File: config.mk
export PLATFORM = sky130hd
export DESIGN_NAME = chop_limit_ctrl
export DESIGN_NICKNAME = d
export VERILOG_FILES = /design/src/rtl/chop_pkg.sv /design/src/rtl/chop_timer.sv /design/src/rtl/chop_refsel.sv /design/src/rtl/chop_fsm.sv /design/src/rtl/chop_limit_ctrl.sv
export SDC_FILE = /design/constraint.sdc
export NUM_CORES = 1
export LEC_CHECK = 0
export ABC_AREA = 1
export BUFFER_PORTS_ARGS = -buffer_cell sky130_fd_sc_hd__buf_2
export CORE_UTILIZATION = 26
export DETAILED_ROUTE_END_ITERATION = 6
export PLACE_DENSITY_LB_ADDON = 0.25
export SYNTH_ARGS = -nofsm -noshare
export SYNTH_HDL_FRONTEND = slang
export SYNTH_SLANG_ARGS = --single-unit
File: constraint.sdc
create_clock -name clk -period 4.75 [get_ports clk]
set_clock_uncertainty 0.1 [all_clocks]
set_input_delay 0.2375 -clock clk [delete_from_list [all_inputs] [get_ports clk]]
set_output_delay 0.2375 -clock clk [all_outputs]
set_load 0.01 [all_outputs]
File: src/rtl/chop_pkg.sv
package chop_pkg;

    typedef enum logic [2:0] {
        ST_IDLE  = 3'd0,
        ST_RUN   = 3'd1,
        ST_BLANK = 3'd2,
        ST_OFF   = 3'd3,
        ST_FAULT = 3'd4
    } chop_state_e;

    localparam int unsigned BLANK_US   = 10;
    localparam int unsigned MAX_OFF_US = 80;

    function automatic int unsigned off_us(input logic [1:0] sel);
        case (sel)
            2'b00:   return 24;
            2'b01:   return 43;
            2'b10:   return 62;
            default: return 80;
        endcase
    endfunction

    function automatic int unsigned off_cycles(input logic [1:0] sel,
                                               input int unsigned cyc_per_us);
        return off_us(sel) * cyc_per_us;
    endfunction

endpackage

File: src/rtl/chop_timer.sv
module chop_timer #(
    parameter int unsigned CNT_W = 8
) (
    input  logic             clk,
    input  logic             rst,
    input  logic             load,
    input  logic [CNT_W-1:0] load_val,
    output logic             done
);
    logic [CNT_W-1:0] cnt_q;

    always_ff @(posedge clk) begin
        if (rst)
            cnt_q <= '0;
        else if (load)
            cnt_q <= load_val;
        else if (cnt_q != '0)
            cnt_q <= cnt_q - 1'b1;
    end

    assign done = (cnt_q == '0);
endmodule

File: src/rtl/chop_refsel.sv
module chop_refsel #(
    parameter int unsigned CODE_W = 2
) (
    input  logic              clk,
    input  logic              rst,
    input  logic [CODE_W-1:0] sel_in,
    output logic [CODE_W-1:0] code_out
);
    always_ff @(posedge clk) begin
        if (rst) code_out <= '0;
        else     code_out <= sel_in;
    end
endmodule

File: src/rtl/chop_fsm.sv
module chop_fsm
    import chop_pkg::*;
#(
    parameter int unsigned CYC_PER_US = 250,
    parameter int unsigned CNT_W      = 15
) (
    input  logic             clk,
    input  logic             rst,
    input  logic [1:0]       toff_sel,
    input  logic             over_lim,
    input  logic             over_sd,
    input  logic             bridge_on,
    input  logic             stat_clr,
    input  logic             tmr_done,
    output logic             tmr_load,
    output logic [CNT_W-1:0] tmr_val,
    output chop_state_e      state
);
    localparam int unsigned BLANK_CYC = BLANK_US * CYC_PER_US;

    chop_state_e state_d;
    logic        armed_q, armed_d;

    always_comb begin
        state_d  = state;
        armed_d  = armed_q;
        tmr_load = 1'b0;
        tmr_val  = '0;
        if (stat_clr) begin
            state_d = ST_IDLE;
            armed_d = 1'b1;
        end else if (state == ST_FAULT) begin
            state_d = ST_FAULT;
            if (!bridge_on) armed_d = 1'b1;
        end else if (!bridge_on) begin
            state_d = ST_IDLE;
            armed_d = 1'b1;
        end else begin
            case (state)
                ST_IDLE: state_d = ST_RUN;
                ST_RUN: begin
                    if (over_lim) begin
                        tmr_load = 1'b1;
                        if (armed_q) begin
                            state_d = ST_BLANK;
                            armed_d = 1'b0;
                            tmr_val = CNT_W'(BLANK_CYC - 1);
                        end else begin
                            state_d = ST_OFF;
                            tmr_val = CNT_W'(off_cycles(toff_sel, CYC_PER_US) - 1);
                        end
                    end
                end
                ST_BLANK: begin
                    if (over_sd)       state_d = ST_FAULT;
                    else if (tmr_done) state_d = ST_RUN;
                end
                ST_OFF: begin
                    if (tmr_done) state_d = ST_RUN;
                end
                default: state_d = ST_IDLE;
            endcase
        end
    end

    always_ff @(posedge clk) begin
        if (rst) begin
            state   <= ST_IDLE;
            armed_q <= 1'b1;
        end else begin
            state   <= state_d;
            armed_q <= armed_d;
        end
    end
endmodule

File: src/rtl/chop_limit_ctrl.sv
module chop_limit_ctrl
    import chop_pkg::*;
#(
    parameter int unsigned CYC_PER_US = 250
) (
    input  logic       clk,
    input  logic       rst,
    input  logic [1:0] lim_sel,
    input  logic [1:0] toff_sel,
    input  logic       over_lim,
    input  logic       over_sd,
    input  logic       bridge_on,
    input  logic       stat_clr,
    output logic       ls_gate_en,
    output logic       short_vs,
    output logic [1:0] ref_code
);
    localparam int unsigned MAX_CYC = MAX_OFF_US * CYC_PER_US;
    localparam int unsigned CNT_W   = $clog2(MAX_CYC + 1);

    chop_state_e      state;
    logic             tmr_load, tmr_done;
    logic [CNT_W-1:0] tmr_val;

    chop_fsm #(.CYC_PER_US(CYC_PER_US), .CNT_W(CNT_W)) u_fsm (
        .clk(clk), .rst(rst), .toff_sel(toff_sel), .over_lim(over_lim),
        .over_sd(over_sd), .bridge_on(bridge_on), .stat_clr(stat_clr),
        .tmr_done(tmr_done), .tmr_load(tmr_load), .tmr_val(tmr_val),
        .state(state)
    );

    chop_timer #(.CNT_W(CNT_W)) u_tmr (
        .clk(clk), .rst(rst), .load(tmr_load), .load_val(tmr_val),
        .done(tmr_done)
    );

    chop_refsel #(.CODE_W(2)) u_ref (
        .clk(clk), .rst(rst), .sel_in(lim_sel), .code_out(ref_code)
    );

    assign ls_gate_en = (state == ST_RUN) || (state == ST_BLANK);
    assign short_vs   = (state == ST_FAULT);
endmodule

* After elaboration in Yosys (flattened, before gate mapping)
Index checks and enable logic that the tools add are counted.
** Word-level totals
- Memory bits (writable) :: 0
- Latch bits :: 0
- Bits in read-only memories :: 0
- Input port bits :: 10
- Memories :: 0
- Register bits after elaboration :: 21
** Operators by class
- Multiplexer cells :: 32
- Equality and inequality tests :: 11
- Shifts and indexed selects :: 0
- Multipliers :: 1
- Bitwise gates (word level) :: 1
- Div/mod/pow operators :: 0
- Add/sub/neg operators :: 2
- Reduce and logical (&&, ||, !) cells :: 9
- Order comparisons :: 0
** Operators with widths (count)
- 32-bit 2-to-1 mux :: 6
- 15-bit 2-to-1 mux :: 8
- 32-bit by 7-bit multiplier with 14-bit output (second input constant) :: 1
- 15-bit by 1-bit subtractor with 15-bit output (second input constant) :: 2
- 7-bit case mux with 3 select lines :: 1
- 15-bit logical NOT :: 1
- 3-bit 2-to-1 mux :: 5
- 15-bit nonzero test :: 1
- 3-bit case mux with 4 select lines :: 1
- 1-bit 2-to-1 mux :: 11
- 3-bit by 2-bit equality test with 1-bit output (second input constant) :: 2
- 2-bit inequality test (second input constant) :: 3
- 4-bit inequality test (second input constant) :: 1
- 4-bit OR reduction :: 1
- 3-bit by 1-bit equality test with 1-bit output (second input constant) :: 1
- 3-bit equality test (second input constant) :: 1
- 3-bit logical NOT :: 1
- 3-bit AND reduction :: 1
- 2-bit by 1-bit equality test with 1-bit output (second input constant) :: 1
- 2-bit equality test (second input constant) :: 1
- 2-bit logical NOT :: 1
- 2-bit by 1-bit inequality test with 1-bit output (second input constant) :: 1
- 2-bit nonzero test :: 1
- 2-bit OR reduction :: 1
- other kinds (2) :: 2

* Logic depth before layout (Yosys ltp)
Gate-level depths: netlist of run 1.
- Depth after elaboration :: 17
- Mapped depth :: 11
- Mapped depth without buffers :: 11

* By module
A second synthesis of run 1 with hierarchy kept.
** Second synthesis, totals
- Cells, all modules :: 236
- Area total of the unflattened synthesis :: 1561.5 um2
** By module, submodules not included
- chop_timer :: cells each 144, instances 1, area each 952.2 um2
- chop_fsm :: cells each 80, instances 1, area each 530.5 um2
- chop_refsel :: cells each 6, instances 1, area each 55.1 um2
- chop_limit_ctrl :: cells each 6, instances 1, area each 23.8 um2

* Least setup slack after synthesis of run 1
OpenSTA, ideal clock, no wires.
- Path type :: input -> register
- From :: input port toff_sel[0]
- To :: register u_tmr.cnt_q[8]
- Cell stages on the path :: 8
- Setup slack :: 2844 ps
- Buffers on the path :: 0
- Arrival time :: 1688 ps
- Required time :: 4532 ps
- Cell sequence :: ha_1 > or2_2 > fa_1 > xor2_1 > xor2_1 > nand2_1 > nand2_1 > nor2_1
** Between the ends
- Longest elaborated chain between the ends :: 17
** Ends and longest elaborated chain
- start: declaration :: line chop_limit_ctrl.sv:9 : input logic [1:0] toff_sel,
- 2-bit equality test (tied with other cells) :: line chop_pkg.sv:15 : case (sel)
- 7-bit case mux with 3 select lines * :: line chop_pkg.sv:15
- 32-bit 2-to-1 mux * :: line chop_fsm.sv:44 : if (armed_q) begin
- 32-bit 2-to-1 mux * :: line chop_fsm.sv:42 : if (over_lim) begin
- 32-bit 2-to-1 mux * :: line chop_fsm.sv:39 : case (state)
- 32-bit 2-to-1 mux * :: line chop_fsm.sv:35 : end else if (!bridge_on) begin
- 32-bit 2-to-1 mux * :: line chop_fsm.sv:32 : end else if (state == ST_FAULT) begin
- 32-bit 2-to-1 mux * :: line chop_fsm.sv:29 : if (stat_clr) begin
- 32-bit by 7-bit multiplier with 14-bit output * :: line chop_pkg.sv:25 : return off_us(sel) * cyc_per_us;
- 15-bit by 1-bit subtractor with 15-bit output * :: line chop_fsm.sv:50 : tmr_val = CNT_W'(off_cycles(toff_sel, CYC_PER_US) - 1);
- 15-bit 2-to-1 mux * :: line chop_fsm.sv:44
- 15-bit 2-to-1 mux * :: line chop_fsm.sv:42
- 15-bit 2-to-1 mux * :: line chop_fsm.sv:39
- 15-bit 2-to-1 mux * :: line chop_fsm.sv:35
- 15-bit 2-to-1 mux * :: line chop_fsm.sv:32
- 15-bit 2-to-1 mux * :: line chop_fsm.sv:29
- 15-bit 2-to-1 mux * :: line chop_timer.sv:15 : else if (load)
- end signal: assignment :: line chop_timer.sv:16 : cnt_q <= load_val;
- end signal: assignment :: line chop_timer.sv:18 : cnt_q <= cnt_q - 1'b1;
- end: declaration :: line chop_timer.sv:10 : logic [CNT_W-1:0] cnt_q;
Mark *: on every way between the ends. The rest lies on a longest branch, timed or not. The select of a mux whose other input is x is not followed.
A chain may end at the register's enable or synchronous reset.

* Worst setup path in the final report of run 1
- From :: register u_tmr.cnt_q[0]
- To :: register u_tmr.cnt_q[6]
** Between the ends
- Longest elaborated chain between the ends :: 3
** Ends and longest elaborated chain
- 15-bit by 1-bit subtractor with 15-bit output :: line chop_timer.sv:18
- 15-bit 2-to-1 mux :: line chop_timer.sv:17 : else if (cnt_q != '0)
- 15-bit 2-to-1 mux :: line chop_timer.sv:15
Parallel ways exist; a longest one is shown, timed or not. The select of a mux whose other input is x is not followed.

==> results.ini, run 1 <==
[sta]
fin_setup_tns_ns = 0
layout_worst_path_cycle_share_pct = 41.2
maxSlewViolCount = 0
fmax_ghz = 0.511
slew_headroom_pct = 80.9
hold_viol = 0
tightestPinTransition_ns = 0.285
period_needed_ns = 1.96
rsz0062_at_grt = false
holdWs_ns = 0.0609
setup_viol = 0

[worst_setup_path]
startpoint_type = flip-flop
path_class = flip-flop to flip-flop
required_ns = 4.80
cp.arrival_ns = 2.01
worst-r2r-setup-slack_ns = 2.79
r2r_start = u_tmr.cnt_q[0]
crit_start = u_tmr.cnt_q[0]
crit_fanout = 6
end_kind = flip-flop

[global_route]
gr-total-overflow = 0
grt_max_degree = 18
use_met3_pct = 2.74
first_global_vias = 1351
track_usage_pct = 12.7
use_met2_pct = 21.5
antenna_found_initial = 0
grt_pass1_wl_um = 6280
grtUsageMet1_pct = 16.6
busiest_layer = met2

[clock_tree]
cts-htree-levels = 1
cts_tree = built
postCtsResizedCells = 0
cts_setup_buffers = 0
insertion_delay_ns = 0.26
clockBufferDepth = 2
cts-hold-fix-buffers = 0
clock-sinks = 21
cts-buffers-inserted = 3
cts_root_buf = clkbuf_8
clkTransAtPathRegs_ns = 0.08

[floorplanning]
start_util_pct = 27.8
core_area_mm2 = 0.00568
ios = 14
die_area_mm2 = 0.00638
die_height_um = 79.9
die_width_um = 79.9
rows = 27

[route]
antenna_left = 0
firstDrtPassIters = 4
drc_errors = 0
drtIter0Drc = 73
wl_um = 3580
routed_via_density = 4.38
vias = 1444
wl_per_cell_um = 10.8

[synthesis]
yosysWarnings = 0
avgSynthCellArea_um2 = 6.49
synth_cell_types = 30
ys_top_cells_by_area = dfxtp_1 (27%), nand2_1 (13%), ha_1 (9.5%), nor2_1 (9.0%), inv_1 (7.9%)
synth_nets = 266
synthCells = 243
synthFlopType = dfxtp_1
yosysTopAreaCellShare_pct = 26.7
netlist_area_mm2 = 0.00158
synth_top_area_cell = dfxtp_1
synth-async-reset-ratio_pct = 0
ys_ff_latch = 21
synth_seq_area_share_pct = 26.7
synth_edf_count = 0

[finish]
final_cell_mix = nand2_1 (56), nor2_1 (38), inv_1 (33)
fin_nets = 282
fin_area_mm2 = 0.00177
drive_gt1_share_pct = 12.0
area_growth_pct = 12.1
antennaDiodeCount = 0
final_common_cell = nand2_1

[power]
internal_power_w = 0.000444
clockPowerShare_pct = 14.8
p_sw_w = 0.000373
combinationalPowerShare_pct = 53.1
ir_drop_mv = 0.166
power_density_mw_per_mm2 = 462
seqPwrFrac_pct = 32.1
power.leakage_nw = 0.849
switching_share_pct = 45.6

[placed_design]
dpl_cell_area_mm2 = 0.00172
gp_congestion = 0.830
hpwl_um = 2870
place.port_buffers = 13

[run]
max-cap-violations = 0

[worst_hold_path]
min_from = stat_clr
hold_class = input pin to flip-flop

[outcome]
status = finished clean

[sequential cells by signal, summed over array words and instances, names as in the netlist]
register        count
u_fsm.state         3
u_ref.code_out      2
u_fsm.armed_q       1
u_tmr.cnt_q        15
[per-stage QoR]
step	power (W)	std cells	setup slack, ns	utilization, %
finish	0.000817	330	2.79	31.2
global route	0.000909	330	2.65	31.2
CTS	0.000827	330	2.78	31.2
detailed placement	0.000702	326	2.59	30.4
global placement	0.000703	326	2.63	30.4
floorplan	0.000611	243	2.84	-
[logic make-up (layout without fill, tap and decap cells)]
family	count (synthesis)	after routing	synth area share (%)
simple gates	139	139	40.8
buf+inv	37	52	9.05
compound gates	27	27	9.36
flops	21	21	26.7
fa+ha+maj	13	13	10.8
xor+xnor	6	6	3.33
[power by group through the flow]
stage               Clock [W]  Combinational, W  Sequential [W]
floorplan                   0          0.000354        0.000257
CTS                  0.000127          0.000438        0.000262
detailed placement          0          0.000436        0.000266
finish               0.000121          0.000434        0.000262
global placement            0          0.000437        0.000267
global route         0.000133          0.000509        0.000268
[worst max-delay path, stage by stage, from the launching register on]
cell and delay [ns]:
dfxtp_1 0.32, inv_1 0.14, ha_1 0.21, inv_1 0.08
nor3_4 0.23, nand2_2 0.12, nor2_4 0.16, nand3_2 0.15
nand2_1 0.26, nor2_1 0.08
[synthesized netlist by cell type, drive strengths merged, types with 3 or more instances]
| master | count |
|---|---|
| nand2 | 59 |
| nor2 | 43 |
| inv | 33 |
| nand3 | 22 |
| dfxtp | 21 |
| ha | 12 |
| o21ai | 12 |
| a21oi | 9 |
| nor3 | 8 |
| xor2 | 5 |
| or2 | 3 |
[layout make-up]
cell class | count | area, µm²
Clock buffer | 4 | 45.0
Sequential cell | 21 | 420
Inverter | 35 | 134
Tap cell | 72 | 90.1
Fill cell | 651 | 3910
Timing Repair Buffer | 13 | 65.1
Multi-Input combinational cell | 185 | 1010
[path summary, 6_finish.rpt]
| kind | endpoint | depth (start not counted) |
|---|---|---|
| min reg2reg | u_tmr.cnt_q[0] | 2 |
| max reg2reg | u_tmr.cnt_q[6] | 9 |
| min | u_fsm.state[2] | 2 |
| max | u_tmr.cnt_q[6] | 9 |
[per-layer routing]
| layer | share of wire (%) | wire [µm] | vias up |
|---|---|---|---|
| met1 | 51 | 1810 | 629 |
| met4 | 0.45 | 16 | 0 |
| met3 | 2.8 | 100 | 2 |
| met2 | 46 | 1650 | 16 |
| li1 | - | - | 797 |
| met5 | 0 | 0 | - |
(Power assumes the default switching activity.)
==> run 2, diff against run 1 <==
==> constraint.sdc (replaced) <==
create_clock -name clk -period 1.7 [get_ports clk]
set_clock_uncertainty 0.1 [all_clocks]
set_input_delay 0.085 -clock clk [delete_from_list [all_inputs] [get_ports clk]]
set_output_delay 0.085 -clock clk [all_outputs]
set_load 0.01 [all_outputs]
==> run 2 against run 1 <==
Effect of this change:
- largest power group unchanged
- via count grew 8.0%
- sequential share of layout area decreased by 3.4 points
- register-to-register slack got worse by 2.7 ns
- worst setup slack lost 2.7 ns
- flip-flop and latch count unchanged
- critical path depth rose by 2
- clock-buffer cell count unchanged
- die area is the same
- critical endpoint is now u_tmr.cnt_q[12]
- total power grew to 3.2 times the previous value
==> results.ini, run 2 (same netlist as run 1, synthesis figures left out) <==
[outcome]
status = finished clean

[sta]
layout_worst_path_cycle_share_pct = 95.2
maxSlewViolCount = 0  ; unchanged
hold_viol = 0  ; unchanged
rsz0062_at_grt = false
holdWs_ns = 0.0449  ; -0.0160 ns
fin_ws_ns = 0.0823  ; -2.71 ns
tightestPinTransition_ns = 0.281  ; -0.00420 ns
period_needed_ns = 1.62
fin_setup_tns_ns = 0  ; unchanged
slew_headroom_pct = 81.1  ; +0.28 points
setup_viol = 0  ; unchanged
fmax_ghz = 0.618

[worst_setup_path]
crit_fanout = 3  ; -3
r2r_start = u_tmr.cnt_q[0]
crit_start = toff_sel[0]
path_class = input pin to flip-flop
end_kind = flip-flop
cp.arrival_ns = 1.72  ; -0.29 ns
startpoint_type = input pin
required_ns = 1.80  ; -3.00 ns

[worst_hold_path]
hold_class = input pin to flip-flop
min_from = over_sd

[route]
antenna_left = 0  ; unchanged
routed.top_layer = met3
drc_errors = 0  ; unchanged
route.met2.wl_um = 1730  ; +4.3%
vias = 1560  ; +8.0%
drt-met1-wl_um = 1970  ; +9.0%
firstDrtPassIters = 4  ; unchanged
met3_length_um = 70  ; -30%
wl_um = 3770  ; +5.2%
drtIter0Drc = 73  ; unchanged
wl_per_cell_um = 10.6  ; -2.2%
routed_via_density = 4.39  ; +0.43%

[finish]
regArea_um2 = 422  ; +0.30%
final_cell_mix = nand2_1 (54), nor2_1 (37), inv_1 (29)
antennaDiodeCount = 0  ; unchanged
drive_gt1_share_pct = 23.7  ; +12 points
area_growth_pct = 31.0
max_flop_register = u_tmr.cnt_q
fin_cells = 355  ; +7.6%
final_common_cell = nand2_1
fin_area_mm2 = 0.00206  ; +17%
multi_input_area_mm2 = 0.00109  ; +7.8%
fin_nets = 307  ; +8.9%
fillCellCount = 646  ; -0.77%
largest_reg_flops = 15  ; unchanged
reg.largest.list = u_tmr.cnt_q x15, u_fsm.state x3, u_ref.code_out x2

[floorplanning]
ios = 14  ; unchanged
die_width_um = 79.9  ; unchanged
rows = 27  ; unchanged
start_util_pct = 27.8  ; unchanged
core_area_mm2 = 0.00568  ; unchanged
die_area_mm2 = 0.00638  ; unchanged
die_height_um = 79.9  ; unchanged

[power]
internal_power_w = 0.00144  ; +220%
ir_drop_mv = 0.535  ; +220%
clockPowerShare_pct = 12.8  ; -2.0 points
seqPwrFrac_pct = 28.5  ; -3.6 points
switching_share_pct = 44.2  ; -1.5 points
p_sw_w = 0.00114  ; +210%
power.leakage_nw = 0.973  ; +15%
combinationalPowerShare_pct = 58.6  ; +5.5 points
power_density_mw_per_mm2 = 1250  ; +170%

[placed_design]
pre_cts_ws_ns = -0.262  ; -2.86 ns
gp_congestion = 0.826  ; -0.47%
dpl_cell_area_mm2 = 0.00192  ; +11%
hpwl_um = 3070  ; +6.9%
place.port_buffers = 13  ; unchanged
placed_cells = 347  ; +6.4%

[clock_tree]
clkTransAtPathRegs_ns = 0.08  ; about the same
cts_root_buf = clkbuf_8
clockBufferDepth = 2  ; unchanged
cts_setup_buffers = 0  ; unchanged
cts-buffers-inserted = 3  ; unchanged
insertion_delay_ns = 0.26  ; about the same
cts_tree = built
clock-sinks = 21  ; unchanged
cts-htree-levels = 1  ; unchanged

[global_route]
gr-total-overflow = 0  ; unchanged
antenna_found_initial = 0  ; unchanged
first_global_vias = 1503  ; +11%
track_usage_pct = 13.2  ; +0.50 points
grt_max_degree = 13  ; -5
grt_pass1_wl_um = 6770  ; +7.8%

[run]
max-cap-violations = 0  ; unchanged

-- run 2: changes by cell type in the layout (fill, tap and decap cells not counted), sizes merged --
cell / delta
inv: +1
dlygate4sd3: +4
buf: +21
clkinv: -1
-- run 2: power by group through the flow --
stage / clock network [W] / logic [W] / registers, W
final: 0.000332 / 0.00152 / 0.000739
after global routing: 0.000363 / 0.00176 / 0.000759
after CTS: 0.000350 / 0.00139 / 0.000733
after detailed placement: 0 / 0.00137 / 0.000744
after global placement: 0 / 0.00137 / 0.000743
after floorplan: 0 / 0.000995 / 0.000717
-- run 2: cell type report --
cell class / count / share of cell area (%)
Sequential cell: 21 / 20.4
Multi-Input combinational cell: 185 / 52.9
Clock buffer: 4 / 2.18
Inverter: 35 / 6.91
Tap cell: 72 / 4.36
Timing Repair Buffer: 38 / 13.2
-- run 2: routing by layer --
metal  GRT usage [%]  vias to the layer above
met4            1.61                        0
met2            21.8                       12
li1                -                      849
met1            18.3                      699
met5               0                        -
met3            2.40                        0
-- run 2: worst paths after layout --
path	endpoint	cells past startpoint	slack, ns
setup / recovery	u_tmr.cnt_q[12]	11	0.08
hold / removal	u_fsm.state[2]	3	0.04
setup reg to reg	u_tmr.cnt_q[13]	10	0.12
hold reg to reg	u_tmr.cnt_q[0]	2	0.40
-- run 2: through the flow --
| stage | total power, W | util [%] |
|---|---|---|
| final | 0.00259 | 36.4 |
| after detailed placement | 0.00212 | 33.8 |
| after CTS | 0.00248 | 35.3 |
| after floorplan | 0.00171 | - |
| after global routing | 0.00288 | 36.4 |
| after global placement | 0.00212 | 33.8 |
-- run 2: critical path, stage by stage --
cell,delay (ns)
buf_2,0.14
ha_4,0.16
or2_4,0.24
fa_1,0.43
nor2_1,0.11
nand3_1,0.12
nand2_1,0.12
nand2_1,0.06
nand3_1,0.08
nand3_1,0.06
a21oi_1,0.12
-- run 2: timing repair --
action                                 CTS  global route
gates resized for setup                  1            22
pin swaps                                0             6
endpoints found under the hold margin    4             0
hold buffers                             4             0
setup endpoints to repair                3            15
==> run 3, diff against run 2 <==
--- a/config.mk
+++ b/config.mk
@@ -5,7 +5,6 @@
 export SDC_FILE = /design/constraint.sdc
 export NUM_CORES = 1
 export LEC_CHECK = 0
-export ABC_AREA = 1
 export BUFFER_PORTS_ARGS = -buffer_cell sky130_fd_sc_hd__buf_2
 export CORE_UTILIZATION = 26
 export DETAILED_ROUTE_END_ITERATION = 6
==> run 3 against run 2 <==
Effect of this change:
- the flow now finishes with violations (negative setup slack)
- synthesized area down 15%
- hold slack got worse by 0.014 ns
- first-iteration DRC count is 22% higher
- sequential share of layout area increased by 1.3 points
==> results.ini, run 3 <==
[placed_design]
hpwl_um = 2610  ; -15%
dpl_cell_area_mm2 = 0.00178  ; -7.3%
place.port_buffers = 13  ; unchanged
pre_cts_ws_ns = -0.438  ; -0.176 ns
gp_congestion = 0.820  ; -0.75%

[sta]
tightestPinTransition_ns = 0.470  ; +0.189 ns
setup_viol = 17  ; +17
maxSlewViolCount = 0  ; unchanged
rsz0062_at_grt = true
fmax_ghz = 0.483  ; -22%
holdWs_ns = 0.0314  ; -0.0135 ns
hold_viol = 0  ; unchanged
slew_headroom_pct = 68.3  ; -13 points
layout_worst_path_cycle_share_pct = 122  ; +27 points
period_needed_ns = 2.07  ; +0.452 ns
fin_ws_ns = -0.370  ; -0.452 ns

[route]
drtIter0Drc = 89  ; +22%
wl_um = 3360  ; -11%
drc_errors = 0  ; unchanged
wl_per_cell_um = 11.9  ; +13%
antenna_left = 0  ; unchanged
vias = 1283  ; -18%
routed_via_density = 4.57  ; +3.9%
firstDrtPassIters = 4  ; unchanged

[finish]
fin_area_mm2 = 0.00194  ; -5.9%
regArea_um2 = 423  ; +0.30%
area_growth_pct = 44.5
antennaDiodeCount = 0  ; unchanged
fillCellCount = 491  ; -24%
drive_gt1_share_pct = 36.0  ; +12 points
final_common_cell = buf_4
reg.largest.list = u_tmr.cnt_q x15, u_fsm.state x3, u_ref.code_out x2
multi_input_area_um2 = 915  ; -16%
largest_reg_flops = 15  ; unchanged
fin_nets = 238  ; -22%
final_cell_mix = buf_4 (41), dfxtp_1 (19), inv_1 (13), buf_2 (13), ha_1 (12)
max_flop_register = u_tmr.cnt_q

[clock_tree]
cts-htree-levels = 1  ; unchanged
cts_tree = built
insertion_delay_ns = 0.27  ; about the same
cts-buffers-inserted = 3  ; unchanged
clkTransAtPathRegs_ns = 0.08  ; about the same
clockBufferDepth = 2  ; unchanged
clock-sinks = 21  ; unchanged
cts_root_buf = clkbuf_8

[floorplanning]
ios = 14  ; unchanged
start_util_pct = 27.7  ; -0.036 points
die_height_um = 73.9  ; -7.4%
core_area_mm2 = 0.00485  ; -15%
die_area_mm2 = 0.00546  ; -14%
rows = 25  ; -7.4%
die_width_um = 73.9  ; -7.4%

[global_route]
first_global_vias = 1245  ; -17%
grt_pass1_wl_um = 5750  ; -15%
gr-total-overflow = 0  ; unchanged
antenna_found_initial = 0  ; unchanged
track_usage_pct = 14.0  ; +0.79 points
grt_max_degree = 16  ; +3

[synthesis]
ys_ff_latch = 21  ; unchanged
synthFlopType = dfxtp_1
yosysMostFrequentCell = dfxtp_1
yosysTopAreaCellShare_pct = 31.3  ; +4.6 points
ys_top_cells_by_area = dfxtp_1 (31%), ha_1 (11%), xnor2_1 (7.2%), xor2_1 (4.6%), inv_1 (3.6%)
synth_edf_count = 0  ; unchanged
synth_cell_types = 41  ; +37%
synthCells = 156  ; -36%
avgSynthCellArea_um2 = 8.62  ; +33%
synth_seq_area_share_pct = 31.3  ; +4.6 points
yosysWarnings = 0  ; unchanged
synth.top_cells.by_count = dfxtp_1 (21), inv_1 (13), ha_1 (12)
synth_nets = 179  ; -33%
synth-async-reset-ratio_pct = 0  ; unchanged
synth_top_area_cell = dfxtp_1
netlist_area_mm2 = 0.00135  ; -15%

[worst_setup_path]
end_kind = flip-flop
crit_fanout = 5  ; +2
startpoint_type = flip-flop
required_ns = 1.81  ; about the same
path_class = flip-flop to flip-flop
cp.arrival_ns = 2.18  ; +0.46 ns
ff2ff_path_depth = 5  ; -5

[power]
internal_power_w = 0.00163  ; +13%
ir_drop_mv = 0.382  ; -29%
power.leakage_nw = 0.828  ; -15%
seqPwrFrac_pct = 26.5  ; -2.0 points
switching_share_pct = 36.5  ; -7.7 points
power_density_mw_per_mm2 = 1320  ; +5.2%
clockPowerShare_pct = 13.4  ; +0.6 points
p_sw_w = 0.000935  ; -18%
combinationalPowerShare_pct = 60.1  ; +1.5 points

[outcome]
violations = negative setup slack
status = complete, but fails checks

[run]
max-cap-violations = 0  ; unchanged

[worst_hold_path]
holdPathStages = 3  ; unchanged
hold_class = input pin to flip-flop

run 3: area by class of cell:
| type | instances | area share, % |
|---|---|---|
| tap | 67 | 4.31 |
| sequential | 21 | 21.8 |
| inverter | 13 | 2.51 |
| multi-input combinational | 117 | 47.1 |
| clock buffer | 3 | 2.12 |
| clock inverter | 1 | 0.386 |
| timing repair buffer | 59 | 21.8 |
run 3: per-layer routing:
metal / global-route usage, % / share of wire, % / vias to the layer above
met4: 7.05 / 2.2 / 0
met3: 1.65 / 1.1 / 5
met1: 19.2 / 51 / 594
met2: 21.7 / 46 / 11
li1: - / - / 673
met5: 0 / 0 / -
run 3: what timing repair did:
| action | 4_1_cts | 5_1_grt |
|---|---|---|
| hold buffers | 4 | 0 |
| pin swaps | 5 | 5 |
| buffers inserted | 1 | 1 |
| resized for setup | 9 | 8 |
| endpoints found under the setup margin | 17 | 17 |
| hold endpoints to repair | 4 | 0 |
run 3: worst max-delay path: stages, from the launching register on:
cell and delay, ns:
dfxtp_2 0.32, or4_4 0.52, or3_4 0.36, or2_4 0.27, or3_4 0.34, a21oi_2 0.11
run 3: power by group through the flow:
stage / registers, W / clock network [W] / logic [W]
final: 0.000679 / 0.000343 / 0.00154
after global routing: 0.000696 / 0.000381 / 0.00169
after CTS: 0.000678 / 0.000351 / 0.00144
after detailed placement: 0.000687 / 0 / 0.00133
after global placement: 0.000688 / 0 / 0.00134
after floorplan: 0.000700 / 0 / 0.000777
run 3: metrics by stage:
| stage | util [%] | TNS [ns] | std cells | power, W |
|---|---|---|---|---|
| 3_5_place_dp | 36.6 | -4.81 | 271 | 0.00201 |
| 6_report | 40.1 | -4.24 | 281 | 0.00256 |
| 5_1_grt | 40.1 | -5.50 | 281 | 0.00277 |
| 4_1_cts | 39.4 | -4.20 | 280 | 0.00247 |
| 2_1_floorplan | - | -4.03 | 156 | 0.00148 |
| 3_3_place_gp | 36.6 | -4.63 | 271 | 0.00202 |
run 3: worst paths after layout:
kind,slack [ns],startpoint,endpoint
max reg2reg,-0.37,u_tmr.cnt_q[9],u_fsm.state[0]
min,0.03,over_sd,u_fsm.state[0]
max,-0.37,u_tmr.cnt_q[9],u_fsm.state[0]
min reg2reg,0.49,u_fsm.state[0],u_fsm.state[2]
run 3: kinds of logic after synthesis:
family                     count (synthesis)  share of synthesized area [%]
xor gates and xnor gates                  18                           11.7
AOI/OAI and AO/OA                         36                           17.4
adders and majority gates                 13                           12.7
and+or+nand+nor                           50                           21.4
buffers and inverters                     18                           5.58
DFF                                       21                           31.3
